File: src/rtl/serial_flag_pkg.sv
package serial_flag_pkg;
  localparam int TX_BIT = 0;
  localparam int RX_BIT = 1;

  typedef enum logic {
    SEL_STATUS = 1'b0,
    SEL_THRESH = 1'b1
  } regSel_e;

  typedef struct packed {
    logic clrTx;
    logic clrRx;
    logic ldThr;
  } flagStrobe_t;
endpackage

File: src/rtl/serial_flag_ctrl.sv
module serial_flag_ctrl
  import serial_flag_pkg::*;
#(
  parameter int CNT_W = 8
) (
  input  logic              clk,
  input  logic              porRstN,
  input  logic              manRst,
  input  logic              regSel,
  input  logic              regWr,
  input  logic              regRd,
  input  logic [CNT_W-1:0]  wrData,
  input  logic              txStop,
  input  logic              rxErr,
  output flagStrobe_t       strobe
);
  logic [1:0] arm, armNext;
  logic statWr, statRd;

  assign statWr = regWr && (regSel == SEL_STATUS);
  assign statRd = regRd && (regSel == SEL_STATUS);

  always_comb begin
    strobe.clrTx = statWr && !wrData[TX_BIT] && arm[TX_BIT];
    strobe.clrRx = statWr && !wrData[RX_BIT] && arm[RX_BIT];
    strobe.ldThr = regWr && (regSel == SEL_THRESH);
  end

  // Any status write disarms both flags; a status read arms the flags that read 1.
  always_comb begin
    armNext = statWr ? 2'b00 : arm;
    if (statRd) begin
      armNext[TX_BIT] = armNext[TX_BIT] | txStop;
      armNext[RX_BIT] = armNext[RX_BIT] | rxErr;
    end
  end

  always_ff @(posedge clk or negedge porRstN) begin
    if (!porRstN)    arm <= 2'b00;
    else if (manRst) arm <= 2'b00;
    else             arm <= armNext;
  end

  // an armed flag is always a flag that is still set
  a_r4_arm_implies_tx: assert property (@(posedge clk) disable iff (!porRstN)
    arm[TX_BIT] |-> txStop);
  a_r4_arm_implies_rx: assert property (@(posedge clk) disable iff (!porRstN)
    arm[RX_BIT] |-> rxErr);
  // a status write without a read leaves nothing armed
  a_r10_write_disarms: assert property (@(posedge clk) disable iff (!porRstN)
    (statWr && !regRd) |=> (arm == 2'b00));
endmodule

File: src/rtl/serial_flag_dp.sv
module serial_flag_dp
  import serial_flag_pkg::*;
#(
  parameter int CNT_W = 8
) (
  input  logic              clk,
  input  logic              porRstN,
  input  logic              manRst,
  input  flagStrobe_t       strobe,
  input  logic [CNT_W-1:0]  wrData,
  input  logic              txCharDone,
  input  logic              rxEnable,
  input  logic              rxFrameErr,
  input  logic              rxParityErr,
  output logic              txStop,
  output logic              rxErr,
  output logic [CNT_W-1:0]  thresh
);
  localparam logic [CNT_W-1:0] ONE = CNT_W'(1);

  logic [CNT_W-1:0] txCount, countNext;
  logic txHit, rxHit;

  assign countNext = txCount + ONE;
  assign txHit     = txCharDone && (countNext == thresh);
  assign rxHit     = rxEnable && (rxFrameErr || rxParityErr);

  always_ff @(posedge clk or negedge porRstN) begin
    if (!porRstN) begin
      txCount <= '0;
      thresh  <= '0;
      txStop  <= 1'b0;
      rxErr   <= 1'b0;
    end else if (manRst) begin
      txCount <= '0;
      thresh  <= '0;
      txStop  <= 1'b0;
      rxErr   <= 1'b0;
    end else begin
      if (txCharDone)   txCount <= countNext;
      if (strobe.ldThr) thresh  <= wrData;
      // set wins over a same-cycle clear
      txStop <= txHit | (txStop & ~strobe.clrTx);
      rxErr  <= rxHit | (rxErr  & ~strobe.clrRx);
    end
  end

  // the counter steps by one per finished character
  a_r2_count_steps: assert property (@(posedge clk) disable iff (!porRstN || manRst)
    txCharDone |=> (txCount == $past(txCount) + ONE));
  // an enabled error report always leaves the flag set
  a_r3_rx_sets: assert property (@(posedge clk) disable iff (!porRstN || manRst)
    (rxEnable && (rxFrameErr || rxParityErr)) |=> rxErr);
  // with the receiver off and no clear, the error flag holds
  a_r7_rx_holds: assert property (@(posedge clk) disable iff (!porRstN || manRst)
    (!rxEnable && !strobe.clrRx) |=> $stable(rxErr));
  // a flag drops only after a qualified clear or a manual reset
  a_r4_tx_fall_cause: assert property (@(posedge clk) disable iff (!porRstN)
    $fell(txStop) |-> ($past(strobe.clrTx) || $past(manRst)));
  a_r4_rx_fall_cause: assert property (@(posedge clk) disable iff (!porRstN)
    $fell(rxErr) |-> ($past(strobe.clrRx) || $past(manRst)));
endmodule

File: src/rtl/serial_flag_regs.sv
module serial_flag_regs
  import serial_flag_pkg::*;
#(
  parameter int CNT_W = 8
) (
  input  logic              clk,
  input  logic              porRstN,
  input  logic              manRst,
  input  logic              regSel,
  input  logic              regWr,
  input  logic              regRd,
  input  logic [CNT_W-1:0]  wrData,
  output logic [CNT_W-1:0]  rdData,
  input  logic              txCharDone,
  input  logic              rxEnable,
  input  logic              rxFrameErr,
  input  logic              rxParityErr
);
  flagStrobe_t strobe;
  logic txStop, rxErr;
  logic [CNT_W-1:0] thresh;

  serial_flag_ctrl #(.CNT_W(CNT_W)) u_ctrl (
    .clk(clk), .porRstN(porRstN), .manRst(manRst),
    .regSel(regSel), .regWr(regWr), .regRd(regRd), .wrData(wrData),
    .txStop(txStop), .rxErr(rxErr), .strobe(strobe)
  );

  serial_flag_dp #(.CNT_W(CNT_W)) u_dp (
    .clk(clk), .porRstN(porRstN), .manRst(manRst),
    .strobe(strobe), .wrData(wrData),
    .txCharDone(txCharDone), .rxEnable(rxEnable),
    .rxFrameErr(rxFrameErr), .rxParityErr(rxParityErr),
    .txStop(txStop), .rxErr(rxErr), .thresh(thresh)
  );

  assign rdData = (regSel == SEL_THRESH) ? thresh
                                         : {{(CNT_W-2){1'b0}}, rxErr, txStop};

  // the status word never carries bits above the two flags
  a_r8_status_upper_zero: assert property (@(posedge clk) disable iff (!porRstN)
    (regSel == SEL_STATUS) |-> (rdData[CNT_W-1:2] == '0));
endmodule

File: config.mk
export PLATFORM = sky130hd
export DESIGN_NAME = serial_flag_regs
export DESIGN_NICKNAME = d
export VERILOG_FILES = /design/src/rtl/serial_flag_pkg.sv /design/src/rtl/serial_flag_ctrl.sv /design/src/rtl/serial_flag_dp.sv /design/src/rtl/serial_flag_regs.sv
export SDC_FILE = /design/constraint.sdc
export NUM_CORES = 1
export LEC_CHECK = 0
export ABC_AREA = 1
export ABC_CLOCK_PERIOD_IN_PS = 1250
export BUFFER_PORTS_ARGS = -buffer_cell sky130_fd_sc_hd__buf_2
export CAP_MARGIN = 10
export CORE_ASPECT_RATIO = 1.5
export CORE_MARGIN = 2
export CORE_UTILIZATION = 48
export CTS_BUF_LIST = sky130_fd_sc_hd__clkbuf_8 sky130_fd_sc_hd__clkbuf_16
export DETAILED_ROUTE_END_ITERATION = 16
export PLACE_DENSITY = 0.72
export SKIP_LAST_GASP = 1
export SYNTH_ARGS = -nofsm -noshare
export SYNTH_HDL_FRONTEND = slang
export SYNTH_SLANG_ARGS = --single-unit
File: constraint.sdc
create_clock -name clk -period 1.25 [get_ports clk]
set_input_delay 0.125 -clock clk [delete_from_list [all_inputs] [get_ports clk]]
set_output_delay 0.125 -clock clk [all_outputs]
set_load 0.01 [all_outputs]
* After elaboration in Yosys (flattened, before gate mapping) *
Index checks and enable logic that the tools add are counted.

cells by class
  add/sub/neg operators = 1
  equal/unequal tests = 1
  mux-type cells = 10
  bitwise logic cells = 9
  reductions and logical operators = 14

operators by type and width
  kind                 number
  $mux 8               5
  $logic_and 1x1->1    9
  $add 8x1->8 const B  1
  $eq 8x8->1           1
  $mux 2               3
  $or 1x1->1           4
  $reduce_bool 2->1    2
  $not 1->1            3
  $and 1x1->1          2
  $logic_not 1->1      2
  $mux 1               2
  $logic_or 1x1->1     1

storage, ports and cells
  register bits = 20
  output and inout port bits = 8
  logic and storage cells = 40

* Logic depth before layout (Yosys ltp) *
Gate-level depths: netlist (run 1).

  word-level depth = 8
  mapped depth = 11
  mapped depth without buffers = 11

* By module *
From an unflattened synthesis (run 1), not the netlist that was laid out.

second synthesis, totals
  cells, all modules = 170
  area, all modules = 1208.7 um^2

modules (own cells, without submodules)
  module            instances  cells each  area an instance (um^2)  sequential area each (um^2)
  serial_flag_dp    1          136         1016.0                   450.4
  serial_flag_ctrl  1          14          110.1                    50.0
  serial_flag_regs  1          20          82.6                     0.0

* Worst setup path before layout (run 1) *
OpenSTA, ideal clock, no wires.

  path type = register to register
  start point = reg u_dp.txCount[0]
  end point = reg u_dp.txStop
  library setup time = 73 ps
  arrival time = 1271 ps
  data required time = 1177 ps
  slack = -94 ps
  stages on the path, launching flop included = 10
  buffers on the path = 0
  period minus slack after synthesis = 1344 ps
  cell sequence = dfrtp_1 ha_1 inv_1 a21oi_1 nand3_1 nor2_1 nand2_1 nor2_1 nand3_1 a21oi_2

between the ends
  cells in the longest elaborated chain, start to end = 5

ends and longest elaborated chain
  what                    RTL line              text
  start, declared         serial_flag_dp.sv:21  logic [CNT_W-1:0] txCount, countNext;
  start signal, assigned  serial_flag_dp.sv:40  if (txCharDone) txCount <= countNext;
  $add 8x1->8             serial_flag_dp.sv:24  assign countNext = txCount + ONE;
  $eq 8x8->1              serial_flag_dp.sv:25  assign txHit = txCharDone && (countNext == thresh);
  $logic_and 1x1->1       serial_flag_dp.sv:25
  $or 1x1->1              serial_flag_dp.sv:43  txStop <= txHit | (txStop & ~strobe.clrTx);
  $mux 1                  serial_flag_dp.sv:34  end else if (manRst) begin
  end signal, assigned    serial_flag_dp.sv:43
  end, declared           serial_flag_dp.sv:15  output logic txStop,

Every way passes these cells.
A chain may end at the register's enable or synchronous reset.

* Final worst setup path (run 1) *
Same ends and word-level chain as after synthesis.

==> impl_metrics.ini, run 1 <==
[clocking]
cts_buffers = 3
cts.sinks = 20
htreeDepth = 1
cts_root_buf = clkbuf_8
clk_path_buf_depth = 2
cts_tree = built
clkLatencyLatePin_ps = 260
cts.reportedPaths.clkPinSlew_ps = 70

[placed_design]
io_buffers = 25
gp_congestion = 0.946
postPlaceCellArea_mm2 = 0.00140
place_inst = 228
dp_hpwl_mm = 2.44

[layout]
fin_nets = 230
final_common_cell = nand2_1
layout_common_cells = 50 x nand2_1, 29 x inv_1, 25 x nand3_1, 25 x buf_2, 19 x dfrtp_1
area_growth_pct = 28.3
drive_gt1_share_pct = 26.3
n_antenna_cell = 0
fin_cells = 233
fin_util_pct = 63.3
final_cell_area_mm2 = 0.00152

[power]
internal_power_mw = 0.990
p_clk_share_pct = 30.9
ir_drop_v = 0.000708
netSwitchingPower_mw = 0.371
p_leak_nw = 0.792
p_seq_share_pct = 51.6
powerDensity_mw_per_mm2 = 898
combPwrFrac_pct = 17.5
sw_frac_of_total_pct = 27.3

[synthesis]
synthesis.nets = 191
yosysSeqAreaShare_pct = 42.3
postSynthCellCount = 172
synth_area_per_cell_um2 = 6.87
synth_cell_types = 16
ys_warn_count = 0
syn-cell-area_mm2 = 0.00118
ys_seq_elements = 20

[sta]
finClkSkew_ps = 2.13
rsz0062_at_grt = yes
drv_slew = 0
worst_pin_slew_ps = 450
max_freq_mhz = 666
min_period_ps = 1500
fin_crit_sh_pct = 120
timing_hold_violations_final = 0
setup_ws_ps = -250
setup_viol = 2
slew_headroom_pct = 70.0
setup-tns-final_ps = -350

[status]
status = complete, but fails checks
failed_checks = setup timing

[route]
drt_iter0_markers = 49
first_pass_iters = 4
vias = 1293
wl_mm = 3.08
drc = 0
ant_nets = 0
wl_per_cell_um = 13.2
vias_per_cell = 5.55

[floorplanning]
dieArea_mm2 = 0.00288
die_w_um = 44.5
ios = 26
die_h_um = 64.8
start_util_pct = 49.4
coreArea_mm2 = 0.00239
core.rowCount = 22

[critical_path]
cp-start-kind = flip-flop
crit_buf_inv = 1
critPathRequiredTime_ps = 1440
slowest_stage = dfrtp_1
endpoint_kind = flip-flop
critPathTopFamily = simple AND/OR/NAND/NOR gates
r2r_start = u_dp.txCount[0]
crit_path_max_incr_delay_ps = 420
path_class = flip-flop to flip-flop
crit_fanout = 2
worstPathCellList = ha_4 > inv_1 > a21oi_2 > nand3_1 > nor2_1 > nand2_1 > nor2_1 > nand3_1 > a21oi_2
arrival_ps = 1690
crit_path_start = u_dp.txCount[0]

[global_route]
grt_pass1_wl_mm = 5.20
grt_usage_pct = 24.2
antenna_found_initial = 0
grt_pass1_vias = 1248
grt_max_degree = 21
grt_overflow = 0

[hold_path]
min-delay-start = wrData[4]
hp-class = input port to flip-flop

[job]
drv_cap = 0
[through the flow]
stage / hold WS, ps / total power [mW] / setup slack, ps
global placement: 92.1 / 0.924 / -179
CTS: 108 / 1.35 / -246
finish: 106 / 1.36 / -250
detailed placement: 98.0 / 0.930 / -229
global route: 122 / 1.43 / -357
floorplan: -171 / 0.825 / -94.2
[state kept, by name, indices dropped and copies added, names as in the netlist]
| name | cells |
|---|---|
| u_dp.rxErr | 1 |
| u_dp.txCount | 8 |
| u_ctrl.arm | 2 |
| u_dp.thresh | 8 |
| u_dp.txStop | 1 |
[metal layers]
metal	GRT usage (%)	wire length [µm]
met4	14.0	167
met3	2.79	168
met5	0	0
met1	26.8	1170
met2	42.4	1580
[worst paths after layout]
path	slack (ps)	cells past startpoint	to
hold / removal	110	3	u_dp.thresh[4]
max in group asynchronous	580	2	u_dp.txCount[2]
setup reg to reg	-250	9	u_dp.txStop
hold reg to reg	540	2	u_ctrl.arm[1]
min in group asynchronous	340	2	u_dp.txCount[1]
setup / recovery	-250	9	u_dp.txStop
[worst register-to-register path, stage by stage (launching register included)]
cell     delay (ps)
dfrtp_1         420
ha_4            280
inv_1            50
a21oi_2         120
nand3_1         100
nor2_1          100
nand2_1          70
nor2_1           90
nand3_1          90
a21oi_2         110
[area by class of cell]
type / instances / area [µm²]
clock buffers: 3 / 41.3
multi-input cells: 119 / 609
fillers: 215 / 878
inverters: 31 / 116
repair buffers: 36 / 218
well taps: 24 / 30.0
flip-flops and latches: 20 / 502
[power by group through the flow]
stage	Sequential (mW)	Combinational, mW	Clock [mW]
2_1_floorplan	0.707	0.119	0
3_3_place_gp	0.709	0.215	0
3_5_place_dp	0.711	0.220	0
4_1_cts	0.700	0.229	0.426
5_1_grt	0.707	0.268	0.452
6_report	0.702	0.239	0.420
[cells in the mapped netlist]
master / n / share of area [%]
a21oi_1: 4 / 1.7
a21oi_2: 1 / 0.74
buf_2: 2 / 0.85
dfrtp_1: 20 / 42
ha_1: 1 / 1.1
inv_1: 30 / 9.5
inv_2: 1 / 0.32
nand2_1: 53 / 17
nand2_2: 1 / 0.53
nand3_1: 26 / 11
nand3_2: 2 / 1.7
nand4_1: 1 / 0.53
nor2_1: 6 / 1.9
nor2_2: 3 / 1.6
o21ai_0: 16 / 6.8
o22ai_1: 5 / 2.6
[cell families (layout without fill, tap and decap cells)]
logic type | Yosys count | count (layout) | synth area share (%)
compound gates | 26 | 26 | 11.9
buf+inv | 33 | 70 | 10.7
fa+ha+maj | 1 | 1 | 1.06
simple gates | 92 | 92 | 34.1
flops | 20 | 20 | 42.3
[what timing repair did]
item	CTS	global route
hold buffers	1	0
pin swaps	1	4
resized for setup	2	14
buffers inserted	0	1
hold endpoints to repair	20	0
setup endpoints to repair	2	6
(Power assumes the default switching activity.)
==> run 2, diff against run 1 <==
Settings changed: ABC_AREA 1 to default.
==> impl_metrics.ini, run 2 <==
[route]
wl_per_cell_um = 15.4
wl_mm = 3.06
drt_iter0_markers = 35
drc = 0
ant_nets = 0
vias_per_cell = 5.64
first_pass_iters = 4
vias = 1117

[sta]
setup-tns-final_ps = -728
fin_crit_sh_pct = 130
setup_ws_ps = -372
drv_slew = 0
min_period_ps = 1620
worst_pin_slew_ps = 457
timing_hold_violations_final = 0
slew_headroom_pct = 69.5
setup_viol = 5
rsz0062_at_grt = yes
finClkSkew_ps = 6.91
max_freq_mhz = 616

[layout]
fin_nets = 194
layout_common_cells = 24 x buf_2, 20 x dfrtp_1, 17 x buf_4
n_antenna_cell = 0
fin_cells = 198
final_common_cell = buf_2
area_growth_pct = 35.9
drive_gt1_share_pct = 36.8
final_cell_area_mm2 = 0.00160
nFillCells = 187
reg_top3 = u_dp.thresh (8), u_dp.txCount (8), u_ctrl.arm (2)

[critical_path]
endpoint_kind = flip-flop
slowest_stage = or4_4
worstPathCellList = buf_6 > nand3_4 > or4_4 > o2111ai_2 > o2111ai_2 > o31ai_2
rr_worst_depth = 6
r2r_start = u_dp.txCount[1]
path_class = flip-flop to flip-flop
crit_fanout = 3
cpMostUsedCell = o2111ai_2
critPathRequiredTime_ps = 1420
cp-start-kind = flip-flop
arrival_ps = 1800
crit_path_max_incr_delay_ps = 480
ff2ff_setup_slack_ps = -370
r2r_end = u_dp.txStop

[floorplanning]
die_h_um = 64.6
die_w_um = 44.4
core.rowCount = 22
coreArea_mm2 = 0.00239
dieArea_mm2 = 0.00287
ios = 26
start_util_pct = 49.1

[global_route]
grt_overflow = 0
grt_max_degree = 21
grt_usage_pct = 21.8
antenna_found_initial = 0
grt_pass1_wl_mm = 4.66
grt_pass1_vias = 1124

[placed_design]
postPlaceCellArea_mm2 = 0.00140
dp_hpwl_mm = 2.01
gp_congestion = 0.772
io_buffers = 25
place_inst = 187

[power]
ir_drop_v = 0.000826
internal_power_mw = 1.23
p_seq_share_pct = 42.8
powerDensity_mw_per_mm2 = 1010
sw_frac_of_total_pct = 24.3
p_leak_nw = 0.747
netSwitchingPower_mw = 0.393
p_clk_share_pct = 41.0
combPwrFrac_pct = 16.2

[clocking]
cts_tree = built
clk_path_buf_depth = 2
cts_buffers = 3
cts.reportedPaths.clkPinSlew_ps = 80
clkLatencyLatePin_ps = 270
cts_root_buf = clkbuf_8
htreeDepth = 1
cts.sinks = 20

[synthesis]
synth_top_area_share_pct = 42.6
ys_warn_count = 0
yosysSeqAreaShare_pct = 42.6
synth_edf_count = 0
synth_area_per_cell_um2 = 8.84
synth_ff_type = dfrtp_1
yosysTopAreaCell = dfrtp_1
async_flop_share_pct = 100
ys_top_cells_by_area = dfrtp_1 43%, xor2_1 6.7%, xnor2_1 6.0%, nand3_1 4.7%, nand2_1 4.5%
yosys-top-cells-count = 20 x dfrtp_1, 14 x nand2_1, 12 x nor2_1
synth_cell_types = 29
postSynthCellCount = 133
ys_seq_elements = 20
yosysMostFrequentCell = dfrtp_1
syn-cell-area_mm2 = 0.00118
synthesis.nets = 152

[status]
failed_checks = setup timing
status = complete, but fails checks

[job]
drv_cap = 0

[hold_path]
whs_path_depth = 3
min-delay-start = wrData[3]
hp-class = input port to flip-flop
holdPathEnd = u_dp.thresh[3]
run 2: cell types whose count changed in the layout (fill, tap and decap cells not counted), sizes merged, moves of 4 or more:
| cell | change |
|---|---|
| a21oi | +4 |
| and2 | +6 |
| buf | +11 |
| inv | -29 |
| nand2 | -39 |
| nand3 | -17 |
| nor2b | +4 |
| o21ai | -11 |
| o22ai | -5 |
| xnor2 | +8 |
| xor2 | +9 |
run 2: area by class of cell:
class / count / area [µm²] / area share, %
clock buffers: 3 / 41.3 / 2.58
clock inverters: 1 / 30.0 / 1.88
inverters: 2 / 7.51 / 0.470
multi-input cells: 101 / 674 / 42.2
flip-flops and latches: 20 / 500 / 31.3
well taps: 24 / 30.0 / 1.88
repair buffers: 47 / 314 / 19.7
run 2: critical path, delay by kind of cell, from the launching register on:
| family | cells | cell delay (ps) |
|---|---|---|
| simple gates | 2 | 550 |
| compound gates | 3 | 460 |
| flops | 1 | 390 |
| buf+inv | 1 | 130 |
run 2: timing repair:
item                       CTS  global route
hold endpoints to repair    20             0
gates resized for setup      6            12
setup endpoints to repair    5             6
pin swaps                    7            10
hold buffers                 1             0
buffers inserted             1             6
run 2: logic make-up (layout without fill, tap and decap cells):
family | count (synthesis) | count (layout) | synth area share (%)
DFF | 20 | 20 | 42.6
xor gates and xnor gates | 17 | 17 | 12.7
muxes | 3 | 3 | 2.77
and+or+nand+nor | 58 | 58 | 24.5
adders and majority gates | 1 | 1 | 1.06
buffers and inverters | 12 | 53 | 4.36
AOI/OAI and AO/OA | 22 | 22 | 12.1
run 2: worst max-delay path by stage:
| stage | from | endpoint | slack [ps] | depth (start not counted) |
|---|---|---|---|---|
| after detailed placement | u_dp.txCount[1] | u_dp.txStop | -350 | 5 |
| after floorplan | u_dp.txCount[1] | u_dp.txStop | -360 | 5 |
| after global routing | u_dp.txCount[1] | u_dp.txStop | -440 | 6 |
| after global placement | u_dp.txCount[1] | u_dp.txStop | -290 | 5 |
| after CTS | u_dp.txCount[0] | u_dp.txStop | -320 | 5 |
| final | u_dp.txCount[1] | u_dp.txStop | -370 | 6 |
run 2: stage by stage:
stage	worst slack (ps)	power, mW	hold slack, ps	utilization [%]
4_1_cts	-322	1.59	99.4	63.0
5_1_grt	-442	1.68	106	66.7
3_3_place_gp	-288	0.919	95.8	58.6
2_1_floorplan	-356	0.827	-171	-
3_5_place_dp	-352	0.927	105	58.6
6_report	-372	1.62	99.2	66.7
run 2: power groups by stage:
stage / sequential [mW] / combinational (mW) / clock [mW]
6_report: 0.692 / 0.263 / 0.664
5_1_grt: 0.695 / 0.289 / 0.694
4_1_cts: 0.690 / 0.233 / 0.665
3_5_place_dp: 0.703 / 0.224 / 0
3_3_place_gp: 0.702 / 0.218 / 0
2_1_floorplan: 0.701 / 0.126 / 0
run 2: layer usage:
layer | track usage, % | routed length [µm] | vias up | share of wire (%)
met2 | 38.4 | 1660 | 36 | 54
met4 | 11.0 | 73 | 0 | 2.4
met3 | 4.46 | 115 | 10 | 3.8
li1 | - | - | 535 | -
met1 | 23.7 | 1210 | 536 | 39
met5 | 0 | 0 | - | 0
==> run 3, diff against run 2 <==
Settings changed: TNS_END_PERCENT from default to 20.
==> impl_metrics.ini, run 3 (same netlist as run 2, synthesis figures left out) <==
[clocking]
clkLatencyLatePin_ps = 260
cts_root_buf = clkbuf_8
cts_buffers = 3
cts.reportedPaths.clkPinSlew_ps = 80
cts.sinks = 20
cts_tree = built
post_cts_buffers = 0
htreeDepth = 1
clk_path_buf_depth = 2

[critical_path]
ff2ff_setup_slack_ps = -360
path_class = flip-flop to flip-flop
arrival_ps = 1780
critPathRequiredTime_ps = 1430
crit_fanout = 2
r2r_start = u_dp.txCount[0]
cp-start-kind = flip-flop
rr_worst_depth = 5
r2r_end = u_dp.txStop
endpoint_kind = flip-flop

[power]
powerDensity_mw_per_mm2 = 1050
p_leak_nw = 0.712
ir_drop_v = 0.000826

[route]
drt_iter0_markers = 45
wl_per_cell_um = 14.8
vias = 1095
drc = 0
vias_per_cell = 5.70
first_pass_iters = 5
ant_nets = 0
wl_mm = 2.85

[sta]
setup_viol = 5
max_freq_mhz = 623
drv_slew = 0
finClkSkew_ps = 5.22
setup_ws_ps = -356
slew_headroom_pct = 69.0
timing_hold_violations_final = 0
rsz0062_at_grt = yes
hold_slack_ps = 98.9
fin_crit_sh_pct = 128
min_period_ps = 1610
worst_pin_slew_ps = 465

[placed_design]
io_buffers = 25
gp_congestion = 0.772
dp_hpwl_mm = 2.01

[floorplanning]
dieArea_mm2 = 0.00287
start_util_pct = 49.1
die_h_um = 64.6
core.rowCount = 22
coreArea_mm2 = 0.00239
die_w_um = 44.4
ios = 26

[layout]
layout_common_cells = 25 x buf_2, 20 x dfrtp_1, 14 x nand2_1, 14 x buf_4
area_growth_pct = 28.7
n_antenna_cell = 0
final_common_cell = buf_2
drive_gt1_share_pct = 33.3
fin_nets = 188
reg_top3 = u_dp.thresh (8), u_dp.txCount (8), u_ctrl.arm (2)
fin_util_pct = 63.2

[global_route]
grt_busiest_layer = met2
grt_use_met2_pct = 38.1
antenna_found_initial = 0
grt_overflow = 0
met3_usage_pct = 3.62
grt_usage_pct = 21.4
grtUsageMet1_pct = 24.1
grt_pass1_vias = 1103
grt_pass1_wl_mm = 4.60
grt_max_degree = 21

[hold_path]
whs_path_depth = 3
min-delay-start = wrData[3]
hp-class = input port to flip-flop
holdPathEnd = u_dp.thresh[3]

[status]
failed_checks = setup timing
status = complete, but fails checks

[job]
drv_cap = 0
-- run 3: through the flow --
| step | power, mW | TNS, ps | area, µm² | setup WS [ps] | cells |
|---|---|---|---|---|---|
| after CTS | 1.59 | -537 | 1490 | -323 | 192 |
| after global routing | 1.64 | -1030 | 1510 | -450 | 192 |
| after floorplan | 0.827 | -370 | 1180 | -356 | 133 |
| final | 1.59 | -659 | 1510 | -356 | 192 |
| after global placement | 0.919 | -457 | 1400 | -288 | 187 |
| after detailed placement | 0.927 | -666 | 1400 | -352 | 187 |
-- run 3: final cells by class --
class / count / area, µm²
Tap cell: 24 / 30.0
Multi-Input combinational cell: 101 / 653
Fill cell: 206 / 881
Inverter: 2 / 7.51
Timing Repair Buffer: 41 / 251
Clock buffer: 3 / 41.3
Clock inverter: 1 / 30.0
Sequential cell: 20 / 500
-- run 3: worst max-delay path, stage by stage (launching register included) --
cell,delay [ps]
dfrtp_1,410
ha_2,180
or4_4,480
o2111ai_2,110
o2111ai_2,130
o31ai_2,220
-- run 3: worst max path at each step --
| stage | startpoint | end | slack [ps] |
|---|---|---|---|
| global placement | u_dp.txCount[1] | u_dp.txStop | -290 |
| finish | u_dp.txCount[0] | u_dp.txStop | -360 |
| global route | u_dp.txCount[0] | u_dp.txStop | -450 |
| detailed placement | u_dp.txCount[1] | u_dp.txStop | -350 |
| floorplan | u_dp.txCount[1] | u_dp.txStop | -360 |
| CTS | u_dp.txCount[0] | u_dp.txStop | -320 |
-- run 3: repair_timing --
item                                   CTS  global route
pin swaps                                3             3
hold buffers                             1             0
setup endpoints to repair                5             6
endpoints found under the hold margin   20             0
gates resized for setup                  3             6
-- run 3: power by group --
group / leakage [nW] / internal, mW / switching, mW / total [mW]
logic: 0.403 / 0.111 / 0.127 / 0.238
registers: 0.273 / 0.671 / 0.0207 / 0.691
clock network: 0.0357 / 0.428 / 0.237 / 0.665
total: 0.712 / 1.21 / 0.384 / 1.59
-- run 3: routing by layer --
metal	vias to the layer above	share of wire (%)
li1	523	-
met1	518	41
met2	42	53
met3	12	4.3
met4	0	2.5
met5	-	0
